==> src/rtl/cd_alarm_pkg.sv <==
package cd_alarm_pkg;

    localparam int ADDR_W = 8;

    localparam logic [ADDR_W-1:0] OFF_LOAD = 8'h20;
    localparam logic [ADDR_W-1:0] OFF_CUR  = 8'h24;
    localparam logic [ADDR_W-1:0] OFF_RUN  = 8'h28;
    localparam logic [ADDR_W-1:0] OFF_IEN  = 8'h2C;
    localparam logic [ADDR_W-1:0] OFF_STA  = 8'h30;
    localparam logic [ADDR_W-1:0] OFF_WSTA = 8'h4C;
    localparam logic [ADDR_W-1:0] OFF_WAKE = 8'h50;

    typedef enum logic [2:0] {
        SEL_NONE, SEL_LOAD, SEL_CUR, SEL_RUN,
        SEL_IEN, SEL_STA, SEL_WSTA, SEL_WAKE
    } sel_e;

    typedef struct packed {
        logic run;
        logic irq_en;
        logic wake_en;
    } ctrl_t;

    function automatic sel_e decode(input logic [ADDR_W-1:0] a);
        case (a)
            OFF_LOAD: return SEL_LOAD;
            OFF_CUR:  return SEL_CUR;
            OFF_RUN:  return SEL_RUN;
            OFF_IEN:  return SEL_IEN;
            OFF_STA:  return SEL_STA;
            OFF_WSTA: return SEL_WSTA;
            OFF_WAKE: return SEL_WAKE;
            default:  return SEL_NONE;
        endcase
    endfunction

endpackage

==> src/rtl/cd_ctrl_regs.sv <==
module cd_ctrl_regs
    import cd_alarm_pkg::*;
(
    input  logic  clk,
    input  logic  rst,
    input  logic  we,
    input  sel_e  sel,
    input  logic  bit0,
    output ctrl_t ctrl
);
    always_ff @(posedge clk) begin
        if (rst) begin
            ctrl <= '0;
        end else if (we) begin
            case (sel)
                SEL_RUN:  ctrl.run     <= bit0;
                SEL_IEN:  ctrl.irq_en  <= bit0;
                SEL_WAKE: ctrl.wake_en <= bit0;
                default: ;
            endcase
        end
    end
endmodule

==> src/rtl/cd_down_counter.sv <==
module cd_down_counter #(
    parameter int W = 32
) (
    input  logic         clk,
    input  logic         rst,
    input  logic         load,
    input  logic [W-1:0] load_val,
    input  logic         tick,
    input  logic         run,
    output logic [W-1:0] count,
    output logic [W-1:0] shadow,
    output logic         expire
);
    localparam logic [W-1:0] ONE = W'(1);

    logic step;
    assign step   = tick && run && (count != '0) && !load;
    assign expire = step && (count == ONE);

    always_ff @(posedge clk) begin
        if (rst) begin
            count  <= '0;
            shadow <= '0;
        end else if (load) begin
            count  <= load_val;
            shadow <= load_val;
        end else if (step) begin
            count  <= count - ONE;
        end
    end
endmodule

==> src/rtl/cd_sticky_flag.sv <==
module cd_sticky_flag (
    input  logic clk,
    input  logic rst,
    input  logic set,
    input  logic clr,
    output logic q
);
    always_ff @(posedge clk) begin
        if (rst)      q <= 1'b0;
        else if (set) q <= 1'b1;
        else if (clr) q <= 1'b0;
    end
endmodule

==> src/rtl/cd_alarm_top.sv <==
module cd_alarm_top
    import cd_alarm_pkg::*;
#(
    parameter int CNT_W = 32
) (
    input  logic              clk,
    input  logic              rst,
    input  logic              wr_en,
    input  logic [ADDR_W-1:0] addr,
    input  logic [CNT_W-1:0]  wdata,
    output logic [CNT_W-1:0]  rdata,
    input  logic              sec_tick,
    input  logic              week_hit_i,
    output logic              irq_o,
    output logic              wake_o
);
    localparam logic [CNT_W-1:0] ZERO = '0;

    sel_e             sel;
    ctrl_t            ctrl;
    logic [CNT_W-1:0] cur_cnt;
    logic [CNT_W-1:0] load_shadow;
    logic             expire;
    logic             pend;
    logic             week_pend;
    logic             load_wr;
    logic             sta_clr;
    logic             wsta_clr;

    assign sel      = decode(addr);
    assign load_wr  = wr_en && (sel == SEL_LOAD);
    assign sta_clr  = wr_en && (sel == SEL_STA)  && wdata[0];
    assign wsta_clr = wr_en && (sel == SEL_WSTA) && wdata[0];

    cd_ctrl_regs u_ctrl (
        .clk  (clk),
        .rst  (rst),
        .we   (wr_en),
        .sel  (sel),
        .bit0 (wdata[0]),
        .ctrl (ctrl)
    );

    cd_down_counter #(.W(CNT_W)) u_cnt (
        .clk      (clk),
        .rst      (rst),
        .load     (load_wr),
        .load_val (wdata),
        .tick     (sec_tick),
        .run      (ctrl.run),
        .count    (cur_cnt),
        .shadow   (load_shadow),
        .expire   (expire)
    );

    cd_sticky_flag u_pend (
        .clk (clk),
        .rst (rst),
        .set (expire),
        .clr (sta_clr),
        .q   (pend)
    );

    cd_sticky_flag u_week (
        .clk (clk),
        .rst (rst),
        .set (week_hit_i),
        .clr (wsta_clr),
        .q   (week_pend)
    );

    assign irq_o  = pend && ctrl.irq_en;
    assign wake_o = pend && ctrl.wake_en;

    always_comb begin
        rdata = ZERO;
        case (sel)
            SEL_LOAD: rdata = load_shadow;
            SEL_CUR:  rdata = cur_cnt;
            SEL_RUN:  rdata[0] = ctrl.run;
            SEL_IEN:  rdata[0] = ctrl.irq_en;
            SEL_STA:  rdata[0] = pend;
            SEL_WSTA: rdata[0] = week_pend;
            SEL_WAKE: rdata[0] = ctrl.wake_en;
            default:  rdata = ZERO;
        endcase
    end
endmodule

==> config.mk <==
export PLATFORM = sky130hd
export DESIGN_NAME = cd_alarm_top
export DESIGN_NICKNAME = d
export VERILOG_FILES = /design/src/rtl/cd_alarm_pkg.sv /design/src/rtl/cd_ctrl_regs.sv /design/src/rtl/cd_down_counter.sv /design/src/rtl/cd_sticky_flag.sv /design/src/rtl/cd_alarm_top.sv
export SDC_FILE = /design/constraint.sdc
export NUM_CORES = 1
export LEC_CHECK = 0
export BUFFER_PORTS_ARGS = -buffer_cell sky130_fd_sc_hd__buf_2
export CORE_MARGIN = 5
export CORE_UTILIZATION = 58
export DETAILED_ROUTE_END_ITERATION = 8
export PLACE_DENSITY_LB_ADDON = 0.2
export SYNTH_ARGS = -nofsm -noshare
export SYNTH_HDL_FRONTEND = slang
export SYNTH_SLANG_ARGS = --single-unit
==> constraint.sdc <==
create_clock -name clk -period 6.4 [get_ports clk]
set_input_delay 0.32 -clock clk [delete_from_list [all_inputs] [get_ports clk]]
set_output_delay 0.32 -clock clk [all_outputs]
set_load 0.03 [all_outputs]
# ---- Yosys cells after proc, flatten, opt, wreduce, memory -nomap -nowiden
# Index checks and enable logic that the tools add are counted.
# W data, S select, Z words.
dict set report totals {
  regBits 69
  latchBits 0
  mem_bits_rw 0
  rom_bits 0
  out_inout_bits 34
  elab_cells 51
  mem_count 0
}
dict set report classes {
  addsub 1
  mul 0
  div_mod_pow 0
  magnitude_cmp 0
  n_eq_ne 15
  n_shift 0
  mux 9
  n_bitwise 0
  n_reduce_logical 19
}
# cell count
set op_table {}
lappend op_table {{$mux W32} 2}
lappend op_table {{$pmux W31 S2} 1}
lappend op_table {{$eq A8 B6 Y1 const B} 5}
lappend op_table {{$eq A32 B1 Y1 const B} 1}
lappend op_table {{$reduce_bool A32 Y1} 1}
lappend op_table {{$sub A32 B1 Y32 const B} 1}
lappend op_table {{$pmux W3 S7} 1}
lappend op_table {{$eq A8 B7 Y1 const B} 2}
lappend op_table {{$eq A3 B3 Y1 const B} 4}
lappend op_table {{$logic_and A1 B1 Y1} 11}
lappend op_table {{$pmux W1 S7} 1}
lappend op_table {{$eq A3 B2 Y1 const B} 2}
lappend op_table {{$reduce_and A2 Y1} 3}
lappend op_table {{$reduce_bool A2 Y1} 3}
lappend op_table {{$mux W1} 4}
lappend op_table {{$eq A3 B1 Y1 const B} 1}
lappend op_table {{$logic_not A1 Y1} 1}

# ---- Longest topological paths before layout
# Gate-level depths: netlist of run 1.
dict set report logic_depth {
  ltp_word 8
  ltp_mapped 10
  mapped_depth_nobuf 8
}

# ---- Cells and area by module
# From an unflattened synthesis of run 1, not the netlist that was laid out.
dict set report hier_totals {
  hier_cells 480
  hier_area_um2 4132.7
}
# module n_inst cells_each area_each_um2 seq_area_each_um2
set modules_own_cells {}
lappend modules_own_cells {cd_down_counter 1 356 3178.0 1281.2}
lappend modules_own_cells {cd_alarm_top 1 103 734.5 0.0}
lappend modules_own_cells {cd_ctrl_regs 1 13 142.6 60.1}
lappend modules_own_cells {cd_sticky_flag 2 4 38.8 20.0}

# ---- Least setup slack after synthesis of run 1
# No wires, ideal clock.
dict set report synth_path {
  kind {register to register}
  startpoint {reg u_cnt.count[21]}
  endpoint {reg u_cnt.count[11]}
  arrival_ns 2.243
  required_time_ns 6.314
  setup_slack_ns 4.071
  path_stages_with_launch 9
  synth_period_minus_slack_ns 2.329
  path_cell_list {dfxtp_1 > or4_4 > or3_4 > nor4_2 > buf_4 > buf_4 > nor4_1 > xnor2_1 > a211oi_1}
}
dict set report synth_via {
  elab_chain_cells 4
}
# item line
set synth_lines {}
lappend synth_lines {{from (decl)} cd_down_counter.sv:10} ;# output logic [W-1:0] count,
lappend synth_lines {{from (signal assigned)} cd_down_counter.sv:25} ;# count <= load_val;
lappend synth_lines {{from (signal assigned)} cd_down_counter.sv:28} ;# count <= count - ONE;
lappend synth_lines {{$reduce_bool A32 Y1} cd_down_counter.sv:17} ;# assign step = tick && run && (count != '0) && !load;
lappend synth_lines {{$logic_and A1 B1 Y1 (2 in a row)} cd_down_counter.sv:17}
lappend synth_lines {{$reduce_bool A2 Y1 (no line)} --}
# No other way between the ends.
# A chain may end at the register's enable or synchronous reset.

# ---- Worst setup path in the final report of run 1
dict set report layout_path {
  startpoint {reg u_cnt.count[21]}
  endpoint {reg u_cnt.count[4]}
}
# The elaborated chain is that of the path after synthesis.

==> results of run 1 <==
==> report_power, final <==
| group | switching, mW | internal, mW | leakage (nW) |
|---|---|---|---|
| Combinational | 0.0241 | 0.0148 | 0.953 |
| Sequential | 0.000993 | 0.430 | 0.556 |
| Clock | 0.152 | 0.170 | 0.0926 |
==> flip-flops by register name (all words and copies together) (netlist names) <==
name          cells
u_cnt.shadow     32
u_week.q          1
u_cnt.count      32
u_ctrl.ctrl       3
u_pend.q          1
==> cell type report <==
| cell class | count | area share (%) |
|---|---|---|
| clock inverters | 1 | 0.121 |
| inverters | 3 | 0.272 |
| multi-input cells | 335 | 49.4 |
| clock buffers | 14 | 4.17 |
| repair buffers | 84 | 10.5 |
| flip-flops and latches | 69 | 33.3 |
| well taps | 75 | 2.26 |
==> cell families after synthesis <==
family / Yosys count / synth area share [%]
fa+ha+maj: 3 / 1.05
simple gates: 192 / 26.7
mux: 4 / 1.12
xor+xnor: 27 / 6.64
compound gates: 109 / 21.4
buf+inv: 36 / 4.25
flops: 69 / 38.8
==> cells in the final DEF (no fill, tap or decap), types with 4 or more instances in the layout <==
master    synthesis  layout
buf_4             2       6
nand3_1           8       8
dfxtp_1          69      69
nor3_1           16      15
or3_1             6       6
mux2i_1           4       4
or4_1             7       7
a211oi_1         27      27
a22o_1           30      30
clkbuf_8          0      12
nand2_1          72      72
nor2_1           41      41
a21oi_1          37      37
buf_2             2      78
nor4_1           18      18
xnor2_1          25      25
==> worst max path at each step <==
stage                          from              end  slack (ps)  cells past startpoint
detailed placement  u_cnt.count[21]   u_cnt.count[4]        3540                      7
CTS                 u_cnt.count[21]   u_cnt.count[4]        3510                      7
finish              u_cnt.count[21]   u_cnt.count[4]        3490                      7
floorplan           u_cnt.count[21]  u_cnt.count[11]        4070                      8
global placement    u_cnt.count[21]   u_cnt.count[2]        3620                      7
global route         u_cnt.count[6]   u_cnt.count[2]        3290                      7
==> metal layers <==
metal / wire length [µm] / up-vias / GRT usage, % / part of all wire [%]
li1: - / 1722 / - / -
met1: 3840 / 1601 / 29.5 / 43
met2: 4370 / 117 / 40.4 / 49
met3: 659 / 8 / 4.47 / 7.4
met4: 91 / 0 / 8.65 / 1.0
met5: 0 / - / 0 / 0
==> worst reg2reg max path, cell delays in order, from the launching register on <==
cell and delay, ps:
dfxtp_1 360, or4_4 560, or3_4 400, nor4_2 700
buf_4 310, or4_1 140, xor2_1 170, a211oi_1 100
==> flow_metrics.tcl, run 1 <==
set metrics [dict create \
    status "finished clean" \
    syn-cell-area_um2 3560 \
    grt_start_max_net_pins 93 \
    chipHeight_um 88.4 \
    r2r-start "u_cnt.count[21]" \
    antenna_cells 0 \
    antenna_found_initial 0 \
    initial_core_util_pct 59.8 \
    synth.distinct_cells 51 \
    crit_chain "or4_4 > or3_4 > nor4_2 > buf_4 > or4_1 > xor2_1 > a211oi_1" \
    grt_overflow 0 \
    drt_iter0_drc 169 \
    worstPathMaxFanout 12 \
    period_share_pct 45.5 \
    grt_pass1_wl_um 14700 \
    layout.nets 550 \
    die_x_um 88.4 \
    synth_area_per_cell_um2 8.10 \
    fin_cells 581 \
    clock-sinks 69 \
    tightest_slew_ps 884 \
    slew_headroom_pct 41.1 \
    cp.required_ps 6570 \
    critical_path_class "reg -> reg" \
    syn_inst 440 \
    whs_ps 194 \
    max_freq_ghz 0.344 \
    yosysWarnings 0 \
    io_pins 79 \
    synthTopCellsByArea "dfxtp_1 39%, nand2_1 7.6%, a22o_1 7.4%" \
    place_ws_ps 3540 \
    leakage_nw 1.60 \
    synth_nets 488 \
    post-route-util_pct 69.6 \
    synth_common_cells "72 x nand2_1, 69 x dfxtp_1, 41 x nor2_1, 37 x a21oi_1, 30 x a22o_1" \
    holdPathStages 3 \
    endpoint_kind "flip-flop" \
    seq_area_um2 1380 \
    grt_pass1_vias 3284 \
    clkLatencyLatePin_ps 340 \
    synth.most_common_cell "nand2_1" \
    finalHoldViolations 0 \
    cts_setup_buffers 0 \
    syn_to_final_growth_pct 16.4 \
    postPlaceCellArea_um2 3970 \
    htree_levels 3 \
    die_area_um2 7810 \
    skew_ps 8.10 \
    fin_setup_tns_ps 0 \
    core_um2 5960 \
    p_per_area_nw_per_um2 191 \
    ys_seq_area_share_pct 38.8 \
    ir_drop_mv 0.191 \
    groute.usage.overall_pct 23.6 \
    startpoint_type "flip-flop" \
    max_stage_delay_ps 700 \
    hp-class "in -> reg" \
    fillers 531 \
    ys_async_sr_fraction_pct 0 \
    drtPass1Iterations 5 \
    ff2ff_path_depth 7 \
    reg2reg_to "u_cnt.count[4]" \
    rows 28 \
    hold_buffers 0 \
    wl_per_cell_um 15.4 \
    hold_path_end "u_week.q" \
    yosysTopAreaCellShare_pct 38.8 \
    multi_input_area_um2 2050 \
    synth.largest_area_cell "dfxtp_1" \
    cts_buffer_depth 2 \
    gp_congestion 0.816 \
    synth_ff_type "dfxtp_1" \
    drc 0 \
    r2r_slack_ps 3490 \
    placedCellCount 566 \
    setup-violations-final 0 \
    worst-path-buf-inv 1 \
    drive_above_1_share_pct 21.5 \
    cts_tree "yes" \
    cp_top_family "simple AND/OR/NAND/NOR gates" \
    finalCriticalPeriod_ps 2910 \
    synth-seq-cells 69 \
    clkSlewWorstSetupHoldPaths_ps 70 \
    cp.arrival_ps 3080 \
    rsz0062_at_grt "false" \
    min_from "week_hit_i" \
    drv_slew 0 \
    vias 3448 \
    synth-edff-count 0 \
    vias_per_cell 5.93 \
    place_hpwl_um 5780 \
    portBuffers 78 \
    wl_um 8960 \
    root_buffer "clkbuf_8" \
    numCtsBuffers 9 \
    crit_slowest_cell "nor4_2" \
    drv_cap 0 \
    total_power_mw 0.793 \
    fin_area_um2 4150 \
    final_antenna_net_count 0 \
    worst_slack_ps 3490 \
    cts.repair.resized 0 \
]
(Power assumes the default switching activity.)
==> run 2: changes to the inputs <==
- CORE_UTILIZATION: 58 -> 54
- clock period: 6.4 -> 2.82 ns (I/O delays scaled with it)
==> flow_metrics.tcl, run 2 (synthesized netlist as in run 1, its figures left out) <==
set metrics [dict create \
    total_power_mw 1.72 \
    clkLatencyLatePin_ps 350 \
    skew_ps 6.67 \
    cp.arrival_ps 2730 \
    clkSlewWorstSetupHoldPaths_ps 70 \
    rsz0062_at_grt "false" \
    finalHoldViolations 0 \
    finalCriticalPeriod_ps 2480 \
    drv_slew 0 \
    tightest_slew_ps 899 \
    ir_drop_mv 0.288 \
    endpoint_kind "flip-flop" \
    wl_per_cell_um 15.0 \
    hold_buffers 0 \
    vias_per_cell 5.73 \
    clock-sinks 69 \
    drive_above_1_share_pct 22.3 \
    cp_top_family "simple AND/OR/NAND/NOR gates" \
    htree_levels 3 \
    postPlaceCellArea_um2 4030 \
    syn_to_final_growth_pct 17.2 \
    hp-class "in -> reg" \
    grt_overflow 0 \
    grt_pass1_wl_um 15000 \
    layout.cells.most_common "buf_2" \
    status "finished clean" \
    gp_congestion 0.833 \
    groute.usage.overall_pct 21.6 \
    antenna_found_initial 0 \
    cp.required_ps 3070 \
    chipHeight_um 91.2 \
    cts.repair.resized 0 \
    root_buffer "clkbuf_8" \
    worst-path-buf-inv 0 \
    max_freq_ghz 0.403 \
    grt_pass1_vias 3184 \
    drv_cap 0 \
    placedCellCount 574 \
    fin_setup_tns_ps 0 \
    vias 3371 \
    final_cell_mix "78 x buf_2, 72 x nand2_1, 69 x dfxtp_1, 41 x nor2_1, 37 x a21oi_1" \
    worstPathMaxFanout 15 \
    initial_core_util_pct 55.8 \
    crit_slowest_cell "or4_4" \
    die_x_um 91.2 \
    drc 0 \
    drt_iter0_drc 162 \
    io_pins 79 \
    cts_tree "yes" \
    fin_area_um2 4170 \
    max_stage_delay_ps 570 \
    startpoint_type "flip-flop" \
    setup-violations-final 0 \
    core_um2 6390 \
    layout.nets 556 \
    slew_headroom_pct 40.0 \
    grt_start_max_net_pins 49 \
    critical_path_class "reg -> reg" \
    p_per_area_nw_per_um2 413 \
    reg_top3 "u_cnt.count: 32 flops, u_cnt.shadow: 32 flops, u_ctrl.ctrl: 3 flops" \
    place_hpwl_um 6200 \
    numCtsBuffers 9 \
    final_antenna_net_count 0 \
    portBuffers 78 \
    leakage_nw 1.62 \
    antenna_cells 0 \
    die_area_um2 8320 \
    crit_chain "or4_4 > or3_4 > o211ai_2 > nor4_1 > xnor2_1 > a211oi_1" \
    wl_um 8820 \
    fin_cells 588 \
    rows 29 \
    whs_ps 3.96 \
    cts_buffer_depth 2 \
    period_share_pct 87.9 \
    drtPass1Iterations 4 \
    cts_setup_buffers 0 \
]
-- run 2: routing by layer --
metal  up-vias  routed length (µm)  track usage [%]
met2        96                4030             32.3
met4         0                 137             8.07
met3        13                 573             5.45
met1      1537                4070             30.0
li1       1725                   -                -
met5         -                   0                0
-- run 2: path summary, 6_finish.rpt --
kind / start / to / slack, ps / cells after the start
max: u_cnt.count[21] / u_cnt.count[25] / 340 / 6
min: week_hit_i / u_week.q / 4 / 3
max reg2reg: u_cnt.count[21] / u_cnt.count[25] / 340 / 6
min reg2reg: u_cnt.shadow[23] / u_cnt.shadow[23] / 450 / 2
-- run 2: cell type report --
type | count | area (µm²)
Clock buffer | 11 | 131
Clock inverter | 3 | 15.0
Sequential cell | 69 | 1380
Multi-Input combinational cell | 335 | 2050
Fill cell | 562 | 2210
Tap cell | 77 | 96.3
Timing Repair Buffer | 90 | 493
Inverter | 3 | 11.3
-- run 2: report_power, final --
part / switching, mW / leakage (nW) / internal (mW)
Sequential: 0.00223 / 0.556 / 0.977
Combinational: 0.0560 / 0.988 / 0.0360
Clock: 0.346 / 0.0788 / 0.305
Total: 0.404 / 1.62 / 1.32
-- run 2: worst register-to-register path, stage by stage (launching register included) --
cell	delay, ps
dfxtp_1	360
or4_4	570
or3_4	400
o211ai_2	540
nor4_1	140
xnor2_1	160
a211oi_1	230
-- run 2: metrics by stage --
stage / setup WS, ps / util [%]
2_1_floorplan: 491 / -
3_3_place_gp: 411 / 63.1
3_5_place_dp: 356 / 63.1
4_1_cts: 341 / 65.4
5_1_grt: 71.6 / 65.4
6_report: 341 / 65.4
